`config.mk`:
```
export PLATFORM = sky130hd
export DESIGN_NAME = dmab_regbank
export DESIGN_NICKNAME = d
export VERILOG_FILES = /design/src/rtl/dmab_pkg.sv /design/src/rtl/dmab_decode.sv /design/src/rtl/dmab_chan_cell.sv /design/src/rtl/dmab_irq.sv /design/src/rtl/dmab_regbank.sv
export SDC_FILE = /design/constraint.sdc
export NUM_CORES = 1
export LEC_CHECK = 0
export ABC_AREA = 1
export CAP_MARGIN = 10
export CORE_UTILIZATION = 50
export CTS_CLUSTER_DIAMETER = 50
export DETAILED_ROUTE_END_ITERATION = 16
export PLACE_DENSITY = 0.7
export SYNTH_ARGS = -nofsm -noshare
export SYNTH_HDL_FRONTEND = slang
export SYNTH_SLANG_ARGS = --single-unit
```
`constraint.sdc`:
```
create_clock -name clk -period 18.88 [get_ports clk]
set_input_delay 1.888 -clock clk [delete_from_list [all_inputs] [get_ports clk]]
set_output_delay 1.888 -clock clk [all_outputs]
set_load 0.01 [all_outputs]
```
`src/rtl/dmab_pkg.sv`:
```
package dmab_pkg;
  // Register indices; byte offset is index times the register stride.
  localparam int RG_EVT       = 0;
  localparam int RG_EVT_CLR   = 1;
  localparam int RG_EVT_SET   = 2;
  localparam int RG_EN        = 3;
  localparam int RG_EN_CLR    = 4;
  localparam int RG_EN_SET    = 5;
  localparam int RG_SEC       = 6;
  localparam int RG_SEC_CLR   = 7;
  localparam int RG_MISS      = 8;
  localparam int RG_MISS_CLR  = 9;
  localparam int RG_IEN       = 10;
  localparam int RG_IEN_CLR   = 11;
  localparam int RG_IEN_SET   = 12;
  localparam int RG_PEND      = 13;
  localparam int RG_PEND_CLR  = 14;
  localparam int RG_EVAL      = 15;
  localparam int RG_HALT      = 16;
  localparam int RG_EEVAL     = 17;

  typedef struct packed {
    logic evt_clr;
    logic evt_set;
    logic en_clr;
    logic en_set;
    logic sec_clr;
    logic miss_clr;
    logic ien_clr;
    logic ien_set;
    logic pend_clr;
    logic eval;
    logic err_eval;
    logic halt;
  } wr_strb_t;
endpackage

```
`src/rtl/dmab_decode.sv`:
```
module dmab_decode
  import dmab_pkg::*;
#(
  parameter int NUM_CH = 64,
  parameter int DW     = 32,
  parameter int AW     = 8
) (
  input  logic              wr,
  input  logic [AW-1:0]     addr,
  input  logic [DW-1:0]     wdata,
  output wr_strb_t          strb,
  output logic [NUM_CH-1:0] mask
);
  localparam int NWORD = NUM_CH / DW;
  localparam int SEL_W = (NWORD > 1) ? $clog2(NWORD) : 1;
  localparam int IDX_W = AW - 2 - SEL_W;

  logic             aligned;
  logic             wr_ok;
  logic [SEL_W-1:0] word;
  logic [IDX_W-1:0] idx;

  assign aligned = (addr[1:0] == 2'b00);
  assign wr_ok   = wr & aligned;
  assign word    = addr[2 +: SEL_W];
  assign idx     = addr[AW-1 -: IDX_W];

  for (genvar w = 0; w < NWORD; w++) begin : g_mask
    assign mask[w*DW +: DW] = (NWORD == 1 || word == SEL_W'(w)) ? wdata : '0;
  end

  always_comb begin
    strb = '0;
    if (wr_ok) begin
      case (int'(idx))
        RG_EVT_CLR:  strb.evt_clr  = 1'b1;
        RG_EVT_SET:  strb.evt_set  = 1'b1;
        RG_EN_CLR:   strb.en_clr   = 1'b1;
        RG_EN_SET:   strb.en_set   = 1'b1;
        RG_SEC_CLR:  strb.sec_clr  = 1'b1;
        RG_MISS_CLR: strb.miss_clr = 1'b1;
        RG_IEN_CLR:  strb.ien_clr  = 1'b1;
        RG_IEN_SET:  strb.ien_set  = 1'b1;
        RG_PEND_CLR: strb.pend_clr = 1'b1;
        RG_EVAL:     strb.eval     = wdata[0];
        RG_EEVAL:    strb.err_eval = wdata[0];
        RG_HALT:     strb.halt     = 1'b1;
        default:     ;
      endcase
    end
  end
endmodule

```
`src/rtl/dmab_chan_cell.sv`:
```
module dmab_chan_cell (
  input  logic clk,
  input  logic rst_n,
  input  logic hw_evt,
  input  logic sw_set,
  input  logic evt_clr,
  input  logic en_set,
  input  logic en_clr,
  input  logic sec_clr,
  input  logic miss_clr,
  input  logic halt,
  output logic trig,
  output logic ev_o,
  output logic en_o,
  output logic sec_o,
  output logic miss_o
);
  logic ev_q, man_q, en_q, sec_q, miss_q;
  logic ev_d, man_d, en_d, sec_d, miss_d;
  logic arrive, fire, drop, ce;

  assign arrive = hw_evt | sw_set;
  assign fire   = ev_q & (en_q | man_q);
  assign drop   = arrive & (sec_q | fire);
  assign ce     = halt | arrive | fire | evt_clr | en_set | en_clr | sec_clr | miss_clr;

  always_comb begin
    ev_d   = ev_q;
    man_d  = man_q;
    en_d   = en_q;
    sec_d  = sec_q;
    miss_d = miss_q;
    if (halt) begin
      ev_d   = 1'b0;
      man_d  = 1'b0;
      en_d   = 1'b0;
      sec_d  = 1'b0;
      miss_d = 1'b0;
    end else begin
      if (fire || evt_clr) begin
        ev_d  = 1'b0;
        man_d = 1'b0;
      end
      if (arrive && !drop) ev_d  = 1'b1;
      if (sw_set && !drop) man_d = 1'b1;
      if (en_set)      en_d = 1'b1;
      else if (en_clr) en_d = 1'b0;
      if (fire)         sec_d = 1'b1;
      else if (sec_clr) sec_d = 1'b0;
      if (drop)          miss_d = 1'b1;
      else if (miss_clr) miss_d = 1'b0;
    end
  end

  always_ff @(posedge clk or negedge rst_n) begin
    if (!rst_n) begin
      ev_q   <= 1'b0;
      man_q  <= 1'b0;
      en_q   <= 1'b0;
      sec_q  <= 1'b0;
      miss_q <= 1'b0;
    end else if (ce) begin
      ev_q   <= ev_d;
      man_q  <= man_d;
      en_q   <= en_d;
      sec_q  <= sec_d;
      miss_q <= miss_d;
    end
  end

  assign trig   = fire;
  assign ev_o   = ev_q;
  assign en_o   = en_q;
  assign sec_o  = sec_q;
  assign miss_o = miss_q;
endmodule

```
`src/rtl/dmab_irq.sv`:
```
module dmab_irq #(
  parameter int NUM_CH = 64,
  parameter int CODE_W = 6
) (
  input  logic              clk,
  input  logic              rst_n,
  input  logic              cmpl_valid,
  input  logic [CODE_W-1:0] cmpl_code,
  input  logic [NUM_CH-1:0] pend_clr,
  input  logic [NUM_CH-1:0] ien_set,
  input  logic [NUM_CH-1:0] ien_clr,
  input  logic [NUM_CH-1:0] miss,
  input  logic              eval_wr,
  input  logic              err_eval_wr,
  output logic [NUM_CH-1:0] pend_o,
  output logic [NUM_CH-1:0] ien_o,
  output logic              irq_done,
  output logic              irq_err
);
  logic [NUM_CH-1:0] pend_q, pend_d, ien_q, ien_d, code_hot;
  logic              pend_ce, ien_ce;
  logic              blank_q, eblank_q;

  assign code_hot = cmpl_valid ? (NUM_CH'(1) << cmpl_code) : '0;
  assign pend_ce  = cmpl_valid | (|pend_clr);
  assign ien_ce   = (|ien_set) | (|ien_clr);

  always_comb begin
    pend_d = (pend_q & ~pend_clr) | code_hot;
    ien_d  = (ien_q | ien_set) & ~ien_clr;
  end

  always_ff @(posedge clk or negedge rst_n) begin
    if (!rst_n) begin
      pend_q <= '0;
    end else if (pend_ce) begin
      pend_q <= pend_d;
    end
  end

  always_ff @(posedge clk or negedge rst_n) begin
    if (!rst_n) begin
      ien_q <= '0;
    end else if (ien_ce) begin
      ien_q <= ien_d;
    end
  end

  always_ff @(posedge clk or negedge rst_n) begin
    if (!rst_n) begin
      blank_q  <= 1'b0;
      eblank_q <= 1'b0;
    end else begin
      blank_q  <= eval_wr;
      eblank_q <= err_eval_wr;
    end
  end

  assign irq_done = (|(pend_q & ien_q)) & ~blank_q;
  assign irq_err  = (|miss) & ~eblank_q;
  assign pend_o   = pend_q;
  assign ien_o    = ien_q;
endmodule

```
`src/rtl/dmab_regbank.sv`:
```
module dmab_regbank
  import dmab_pkg::*;
#(
  parameter int NUM_CH = 64,
  parameter int DW     = 32,
  parameter int AW     = 8
) (
  input  logic                      clk,
  input  logic                      rst_n,
  input  logic                      reg_wr,
  input  logic [AW-1:0]             reg_addr,
  input  logic [DW-1:0]             reg_wdata,
  output logic [DW-1:0]             reg_rdata,
  input  logic [NUM_CH-1:0]         hw_evt,
  input  logic                      cmpl_valid,
  input  logic [$clog2(NUM_CH)-1:0] cmpl_code,
  output logic [NUM_CH-1:0]         trig,
  output logic                      irq_done,
  output logic                      irq_err
);
  localparam int NWORD  = NUM_CH / DW;
  localparam int SEL_W  = (NWORD > 1) ? $clog2(NWORD) : 1;
  localparam int IDX_W  = AW - 2 - SEL_W;
  localparam int CODE_W = $clog2(NUM_CH);

  // Reset: asserted asynchronously, released on a clock edge.
  logic [1:0] rst_sync_q;
  logic       rst_int_n;
  always_ff @(posedge clk or negedge rst_n) begin
    if (!rst_n) rst_sync_q <= 2'b00;
    else        rst_sync_q <= {rst_sync_q[0], 1'b1};
  end
  assign rst_int_n = rst_sync_q[1];

  wr_strb_t          strb;
  logic [NUM_CH-1:0] mask;

  dmab_decode #(.NUM_CH(NUM_CH), .DW(DW), .AW(AW)) u_dec (
    .wr    (reg_wr),
    .addr  (reg_addr),
    .wdata (reg_wdata),
    .strb  (strb),
    .mask  (mask)
  );

  logic [NUM_CH-1:0] ev_q, en_q, sec_q, miss_q, pend_q, ien_q, halt_m;
  assign halt_m = mask & {NUM_CH{strb.halt}};

  for (genvar c = 0; c < NUM_CH; c++) begin : g_ch
    dmab_chan_cell u_cell (
      .clk      (clk),
      .rst_n    (rst_int_n),
      .hw_evt   (hw_evt[c]),
      .sw_set   (mask[c] & strb.evt_set),
      .evt_clr  (mask[c] & strb.evt_clr),
      .en_set   (mask[c] & strb.en_set),
      .en_clr   (mask[c] & strb.en_clr),
      .sec_clr  (mask[c] & strb.sec_clr),
      .miss_clr (mask[c] & strb.miss_clr),
      .halt     (halt_m[c]),
      .trig     (trig[c]),
      .ev_o     (ev_q[c]),
      .en_o     (en_q[c]),
      .sec_o    (sec_q[c]),
      .miss_o   (miss_q[c])
    );
  end

  dmab_irq #(.NUM_CH(NUM_CH), .CODE_W(CODE_W)) u_irq (
    .clk         (clk),
    .rst_n       (rst_int_n),
    .cmpl_valid  (cmpl_valid),
    .cmpl_code   (cmpl_code),
    .pend_clr    (mask & {NUM_CH{strb.pend_clr}}),
    .ien_set     (mask & {NUM_CH{strb.ien_set}}),
    .ien_clr     (mask & {NUM_CH{strb.ien_clr}}),
    .miss        (miss_q),
    .eval_wr     (strb.eval),
    .err_eval_wr (strb.err_eval),
    .pend_o      (pend_q),
    .ien_o       (ien_q),
    .irq_done    (irq_done),
    .irq_err     (irq_err)
  );

  // Read path: write-only aliases read as zero.
  logic [IDX_W-1:0]  rd_idx;
  logic [SEL_W-1:0]  rd_word;
  logic [NUM_CH-1:0] rd_vec;
  assign rd_idx  = reg_addr[AW-1 -: IDX_W];
  assign rd_word = reg_addr[2 +: SEL_W];

  always_comb begin
    case (int'(rd_idx))
      RG_EVT:  rd_vec = ev_q;
      RG_EN:   rd_vec = en_q;
      RG_SEC:  rd_vec = sec_q;
      RG_MISS: rd_vec = miss_q;
      RG_IEN:  rd_vec = ien_q;
      RG_PEND: rd_vec = pend_q;
      default: rd_vec = '0;
    endcase
  end

  always_comb begin
    reg_rdata = rd_vec[DW-1:0];
    for (int w = 1; w < NWORD; w++) begin
      if (rd_word == SEL_W'(w)) reg_rdata = rd_vec[w*DW +: DW];
    end
  end
endmodule

```
# ---- Word-level counts from Yosys, hierarchy flattened
# Index checks and enable logic that the tools add are counted.
dict set report totals {
  input_bits 114
  register_bits 452
  latchBits 0
  elab_cells 3330
  mem_count 0
  output_inout_bits 98
  ramBits 0
  mem_bits_ro 0
}
dict set report op_classes {
  bitwise_logic 1170
  div_mod_pow 0
  multipliers 0
  muxes 914
  shift 1
  n_eq_ne 17
  add_sub_neg 0
  order_cmp 0
  n_reduce_logical 903
}
# cell count
set op_table {}
lappend op_table {{3-bit nonzero test} 320}
lappend op_table {{1-bit 2-to-1 mux} 908}
lappend op_table {{1-bit OR} 642}
lappend op_table {{2-bit AND reduction} 320}
lappend op_table {{1-bit AND} 515}
lappend op_table {{64-bit AND} 7}
lappend op_table {{64-bit one-hot mux with 6 select lines} 1}
lappend op_table {{64-bit OR reduction} 5}
lappend op_table {{1-bit logical AND} 128}
lappend op_table {{64-bit inverter} 2}
lappend op_table {{64-bit OR} 2}
lappend op_table {{32-bit 2-to-1 mux} 3}
lappend op_table {{1-bit logical NOT} 64}
lappend op_table {{1-bit logical OR} 64}
lappend op_table {{64-bit 2-to-1 mux} 1}
lappend op_table {{1-bit by 6-bit left shift with 64-bit output (first input constant)} 1}
lappend op_table {{5-bit by 4-bit == test with 1-bit output (second input constant)} 8}
lappend op_table {{5-bit by 3-bit == test with 1-bit output (second input constant)} 4}
lappend op_table {{12-bit 2-to-1 mux} 1}
lappend op_table {{5-bit by 2-bit == test with 1-bit output (second input constant)} 2}
lappend op_table {{5-bit == test (second input constant)} 2}
lappend op_table {{5-bit by 1-bit == test with 1-bit output (second input constant)} 1}
lappend op_table {{5-bit logical NOT} 1}
lappend op_table {{2-bit logical NOT} 1}
lappend op_table {{1-bit inverter} 2}

# ---- Longest topological paths before layout
# Gate-level depths: netlist (run 1).
dict set report logic_depth {
  word_depth 13
  mapped_depth 11
  depth_no_buf 10
}

# ---- Modules after synthesis
# A second synthesis (run 1) with hierarchy kept.
dict set report hier_totals {
  hier_cells 5244
  area_unflattened_um2 31256.2
}
# module seq_area_each_um2 cells_per_inst area_each_um2 instances
set by_module_without_submodules {}
lappend by_module_without_submodules {dmab_chan_cell 125.1 32 245.2 64}
lappend by_module_without_submodules {dmab_regbank 50.0 2379 9429.0 1}
lappend by_module_without_submodules {dmab_irq 3253.1 640 5413.9 1}
lappend by_module_without_submodules {dmab_decode 0.0 177 718.2 1}

# ---- Worst setup path after synthesis (run 1)
# Ideal clock, no wire load.
dict set report synth_path {
  path_type {input to output}
  startpoint {in reg_addr[3]}
  endpoint {out reg_rdata[20]}
  stages 11
  setup_slack_ns 14.015
  t_arrival_ns 2.977
  path_buffers 2
  t_required_ns 16.992
  path_cell_list {nor2_2 > nand2_1 > inv_2 > buf_2 > buf_2 > nand3_1 > nand2_1 > inv_1 > nand2_1 > nand2_1 > nand2_1}
}
dict set report synth_between {
  elab_chain_cells 3
  word_cells_on_any_way 8
  classes_between {eq/ne (5); mux (2); reduce/logical (1)}
}
# item line
set synth_lines {}
lappend synth_lines {{start, declared} dmab_regbank.sv:11} ;# input logic [AW-1:0] reg_addr,
lappend synth_lines {{5-bit by 4-bit == test with 1-bit output, or another cell as far along} dmab_regbank.sv:94} ;# case (int'(rd_idx))
lappend synth_lines {{64-bit one-hot mux with 6 select lines (*)} dmab_regbank.sv:94}
lappend synth_lines {{32-bit 2-to-1 mux (*)} dmab_regbank.sv:108} ;# if (rd_word == SEL_W'(w)) reg_rdata = rd_vec[w*DW +: DW];
lappend synth_lines {{end, declared} dmab_regbank.sv:13} ;# output logic [DW-1:0] reg_rdata,
# Every way passes the cells marked *; elsewhere a longest branch is shown, timed or not.

# ---- Worst setup path after layout (run 1)
dict set report layout_path {
  startpoint {in reg_addr[7]}
  endpoint {out reg_rdata[10]}
}
# Same word-level chain as after synthesis.

==> results of run 1 <==
-- sequential cells by signal, summed over array words and instances, names as in the netlist --
name and cells:
u_irq.pend_o 64, g_ch.u_cell.en_o 64, u_irq.eblank_q 1, g_ch.u_cell.miss_o 64, rst_sync_q 2, g_ch.u_cell.ev_o 64
u_irq.ien_o 64, u_irq.blank_q 1, g_ch.u_cell.man_q 64, g_ch.u_cell.sec_o 64
-- cells by family after synthesis --
| logic type | count (synthesis) | synth area share, % |
|---|---|---|
| other | 1 | 0.0139 |
| buffers and inverters | 724 | 11.3 |
| DFF | 452 | 41.9 |
| AOI/OAI and AO/OA | 596 | 11.7 |
| and+or+nand+nor | 2288 | 35.0 |
-- worst max path at each step --
stage / startpoint / endpoint
4_1_cts: reg_addr[7] / reg_rdata[10]
2_1_floorplan: rst_sync_q[1]$_DFF_PN0_ / g_ch[0].u_cell.en_o$_DFFE_PN0P_
3_3_place_gp: reg_addr[7] / reg_rdata[31]
6_report: reg_addr[7] / reg_rdata[10]
3_5_place_dp: reg_addr[7] / reg_rdata[10]
5_1_grt: reg_addr[7] / reg_rdata[31]
-- metal layers --
layer	part of all wire, %	vias up	global-route usage, %	routed length [µm]
li1	-	13000	-	-
met1	39	13300	51.6	41000
met4	6.0	4	22.4	6350
met2	43	1860	57.1	45300
met3	12	382	7.98	12600
met5	0.024	-	0	25
-- stage by stage --
step	area (µm²)	std cells	power (mW)
floorplan	27000	4061	1.85
global placement	29100	4771	2.13
CTS	31200	4877	3.32
finish	31200	4879	3.33
detailed placement	29100	4771	2.14
global route	31200	4877	3.48
-- Yosys cell counts (all sizes together) --
cell type / count / share of area, %
nand2: 1333 / 19
inv: 501 / 7.0
dfrtp: 452 / 42
nor2: 439 / 6.2
nand3: 383 / 7.1
o21ai: 367 / 6.8
buf: 155 / 3.4
a21oi: 122 / 2.3
nand4: 94 / 2.2
clkbuf: 68 / 0.95
o22ai: 64 / 1.5
a21boi: 40 / 1.1
or2: 25 / 0.58
nor3: 7 / 0.21
nand3b: 4 / 0.11
nor4: 3 / 0.070
o31ai: 3 / 0.083
conb: 1 / 0.014
-- power groups by stage --
stage | clock [mW] | sequential, mW | combinational [mW]
2_1_floorplan | 0 | 1.24 | 0.601
6_report | 1.18 | 1.27 | 0.879
4_1_cts | 1.18 | 1.26 | 0.867
3_3_place_gp | 0 | 1.28 | 0.852
5_1_grt | 1.22 | 1.29 | 0.977
3_5_place_dp | 0 | 1.28 | 0.862
-- cell type report --
type	count	area, µm²	share of cell area (%)
Antenna cell	2	5.00	0.0161
Clock buffer	75	1670	5.35
Clock inverter	31	362	1.16
Inverter	501	1880	6.04
Multi-Input combinational cell	2885	12700	40.8
Sequential cell	452	11300	36.3
Tap cell	688	861	2.76
Timing Repair Buffer	245	2370	7.62
==> results.yml, run 1 <==
outcome:
  status: "completed"
routing:
  vias: 28600
  drt_wl_total_um: 105000
  drt_iter0_drc: 3518
  wl_per_cell_um: 21.6
  antenna_left: 0
  routed_via_density: 5.86
  drc: 0
  drtPass1Iterations: 6
power_and_ir_drop:
  power.leakage_nw: 16.4
  intPower_mw: 2.17
  seqPwrFrac_pct: 38.2
  ir_worst_vdd_v: 0.0000803
  clkPwrFrac_pct: 35.4
  p_switching_mw: 1.16
  p_per_area_mw_per_mm2: 107
  switching_share_pct: 34.9
  p_comb_share_pct: 26.4
sta:
  worstMarginPinSlew_ps: 1250
  slew-limit-headroom_pct: 16.5
  finalHoldViolations: 0
  setup_viol: 0
  fin_skew_ps: 28.0
  finalCritPeriodShare_pct: 41.5
  rsz0062_at_grt: "no"
  setup_tns_ps: 0
  drv_slew: 0
  fmax_ghz: 0.128
  holdWs_ps: 350
  period_needed_ps: 7830
  layout_setup_ws_ps: 11050
grt:
  grt_max_degree: 158
  grt_pass1_vias: 26600
  antenna_found_initial: 4
  grt_first_pass_wirelength_um: 158000
  grt_overflow: 0
  grt_usage_pct: 38.4
place:
  port_buffers: 211
  post-place-ws_ps: 11170
  gp_congestion: 0.951
  dp_hpwl_um: 68500
critical_path:
  max_stage_delay_ps: 680
  worstPathArrival_ps: 5940
  path_cells: "clkdlybuf4s50_1 > inv_2 > buf_4 > nand3_1 > nor2_4 > buf_4 > nand2_1 > nand2_1 > inv_1 > nand2_1 > nand2_1 > nand2_1 > clkdlybuf4s50_1"
  timing.rr.end: "g_ch[54].u_cell.en_o$_DFFE_PN0P_"
  slowest_stage: "nor2_4"
  crit_buf_inv: 6
  crit_cells: 13
  cp_common_cell: "nand2_1"
  timing.rr.start: "rst_sync_q[1]$_DFF_PN0_"
  cp-start-kind: "input pin"
  cp.required_ps: 16990
  reg2reg_slack_ps: 16360
  crit_family: "buffers and inverters"
  rr_worst_depth: 2
  worstPathMaxFanout: 40
  endpoint_kind: "output pin"
  crit_type: "input pin to output pin"
clocking:
  numCtsBuffers: 57
  ctsHoldBuffers: 0
  clk_pin_slew_worst_paths_ps: 60
  clockBufferDepth: 3
  clk_latency_ps: 640
  cts.sinks: 452
  htreeDepth: 2
  cts_tree: "yes"
  cts_resized: 0
  root_buffer: "clkbuf_16"
  cts_setup_buffers: 0
layout:
  layout-drive-gt1-share_pct: 4.56
  nFillCells: 5134
  layout_commonest_cell: "nand2_1"
  nNetsFinal: 4256
  area.growth.synth_to_final_pct: 15.4
  post-route-util_pct: 58.8
  most-common-layout-cells: "nand2_1, inv_1, dfrtp_1"
floorplanning:
  pin_count: 212
  rows: 84
  fp.dieW_um: 234
  die_h_um: 234
  core_mm2: 0.0530
  die-area_mm2: 0.0549
  initial_core_util_pct: 51.0
synth:
  ys_ff_latch: 452
  syn_nets: 4175
  syn_inst: 4061
  syn_area_per_cell_um2: 6.65
  synthDistinctLibCells: 27
  yosysWarningCount: 0
  yosysSeqAreaShare_pct: 41.9
  syn-cell-area_mm2: 0.0270
hold_path:
  hold_path_class: "flip-flop to flip-flop"
  hold_end: "rst_sync_q[1]$_DFF_PN0_"
  whs_path_depth: 0
  min_from: "rst_sync_q[0]$_DFF_PN0_"
run:
  max_cap_violations: 0
Note: power is estimated with default switching activity, not from simulation.
==> run 2: changes to the inputs <==
==> constraint.sdc (replaced) <==
create_clock -name clk -period 7.9 [get_ports clk]
set_input_delay 0.79 -clock clk [delete_from_list [all_inputs] [get_ports clk]]
set_output_delay 0.79 -clock clk [all_outputs]
set_load 0.01 [all_outputs]
==> results.yml, run 2 (synthesis results as in run 1) <==
critical_path:
  worstPathArrival_ps: 5010
  cp_common_cell: "nand2_1"
  crit_buf_inv: 5
  rr_worst_depth: 2
  path_cells: "clkdlybuf4s50_1 > inv_2 > nand3_1 > nor2_4 > buf_4 > nand2_1 > nand2_1 > inv_1 > nand2_1 > nand2_1 > nand2_1 > clkdlybuf4s50_1"
  timing.rr.start: "rst_sync_q[1]$_DFF_PN0_"
  max_stage_delay_ps: 870
  crit_type: "input pin to output pin"
  endpoint_kind: "output pin"
  crit_family: "buffers and inverters"
  slowest_stage: "inv_2"
  cp-start-kind: "input pin"
  timing.rr.end: "g_ch[9].u_cell.man_q$_DFFE_PN0P_"
  cp.required_ps: 7110
  worstPathMaxFanout: 37
  reg2reg_slack_ps: 5450
place:
  gp_congestion: 0.965
  dp_hpwl_um: 67700
  port_buffers: 211
  place_area_mm2: 0.0292
sta:
  fin_skew_ps: 22.2
  fmax_ghz: 0.172
  period_needed_ps: 5800
  finalCritPeriodShare_pct: 73.4
  rsz0062_at_grt: "no"
  worstMarginPinSlew_ps: 1190
  finalHoldViolations: 0
  drv_slew: 0
  setup_viol: 0
  setup_tns_ps: 0
  slew-limit-headroom_pct: 20.6
clocking:
  cts_tree: "yes"
  clk_pin_slew_worst_paths_ps: 50
  ctsHoldBuffers: 0
  clockBufferDepth: 3
  clk_latency_ps: 640
  cts_setup_buffers: 0
  numCtsBuffers: 58
  cts.sinks: 452
  root_buffer: "clkbuf_16"
  cts_resized: 0
  htreeDepth: 2
grt:
  grt_overflow: 0
  antenna_found_initial: 3
  grt_pass1_vias: 26000
  grt_max_degree: 141
  grt_usage_pct: 37.4
  grt_first_pass_wirelength_um: 155000
outcome:
  status: "completed"
hold_path:
  hold_path_class: "input pin to asynchronous set/reset pin"
layout:
  nFillCells: 5074
  postLayoutCellArea_mm2: 0.0312
  nNetsFinal: 4257
  area.growth.synth_to_final_pct: 15.6
  layout-drive-gt1-share_pct: 4.56
  layout_commonest_cell: "nand2_1"
  most-common-layout-cells: "nand2_1, inv_1, dfrtp_1"
routing:
  antenna_left: 0
  drt_wl_total_um: 103000
  drc: 0
  wl_per_cell_um: 21.1
  drtPass1Iterations: 9
  vias: 28400
  routed_via_density: 5.81
  drt_iter0_drc: 3498
floorplanning:
  initial_core_util_pct: 51.0
  pin_count: 212
  rows: 84
  core_mm2: 0.0530
  die-area_mm2: 0.0549
  die_h_um: 234
  fp.dieW_um: 234
power_and_ir_drop:
  p_per_area_mw_per_mm2: 255
  power.leakage_nw: 16.4
  ir_worst_vdd_v: 0.000185
run:
  max_cap_violations: 0
[run 2: changes by cell type in the layout (fill, tap and decap cells not counted), sizes merged]
cell | previous run | this run
diode | 2 | 3
clkinvlp | 9 | 6
inv | 505 | 508
bufinv | 6 | 7
clkinv | 12 | 15
[run 2: cell type report]
cell class	instances	area [µm²]	area share, %
Sequential cell	452	11300	36.2
Tap cell	688	861	2.76
Timing Repair Buffer	245	2400	7.69
Inverter	501	1880	6.02
Multi-Input combinational cell	2885	12700	40.7
Clock inverter	35	425	1.36
Clock buffer	75	1640	5.24
Antenna cell	3	7.51	0.0240
[run 2: per-stage QoR]
| stage | std cells | utilization (%) | hold WS, ps | setup slack [ps] | power (mW) |
|---|---|---|---|---|---|
| 5_1_grt | 4882 | 58.9 | 324 | 2020 | 8.33 |
| 6_report | 4884 | 58.9 | 312 | 2100 | 7.97 |
| 3_3_place_gp | 4771 | 55.0 | 335 | 2360 | 5.10 |
| 4_1_cts | 4881 | 58.9 | 304 | 2260 | 7.95 |
| 2_1_floorplan | 4061 | - | 331 | 533 | 4.41 |
| 3_5_place_dp | 4771 | 55.0 | 343 | 2260 | 5.12 |
[run 2: layer usage]
metal  share of wire (%)  global-route usage, %  routed length, µm  vias to the layer above
li1                    -                      -                  -                    13100
met1                  40                   50.5              41000                    13300
met4                 6.8                   23.0               6990                        2
met5               0.013                      0                 13                        -
met3                  11                   7.67              11600                      336
met2                  42                   55.2              43600                     1674
[run 2: worst max path at each step]
stage	slack, ps	cells after the start	from	to
after CTS	2260	12	reg_addr[7]	reg_rdata[2]
after floorplan	530	0	rst_sync_q[1]$_DFF_PN0_	g_ch[0].u_cell.en_o$_DFFE_PN0P_
after global routing	2020	12	reg_addr[7]	reg_rdata[31]
after detailed placement	2260	12	reg_addr[7]	reg_rdata[2]
final	2100	12	reg_addr[7]	reg_rdata[2]
after global placement	2360	12	reg_addr[7]	reg_rdata[2]
[run 2: worst reg2reg max path, cell delays in order (launching register included)]
cell,delay (ps)
dfrtp_4,870
buf_12,650
buf_4,830
[run 2: power by group]
part / internal, mW / leakage [nW] / switching, mW / total (mW)
clock: 1.70 / 1.00 / 1.14 / 2.85
sequential: 2.70 / 5.28 / 0.342 / 3.04
combinational: 0.794 / 10.1 / 1.29 / 2.09
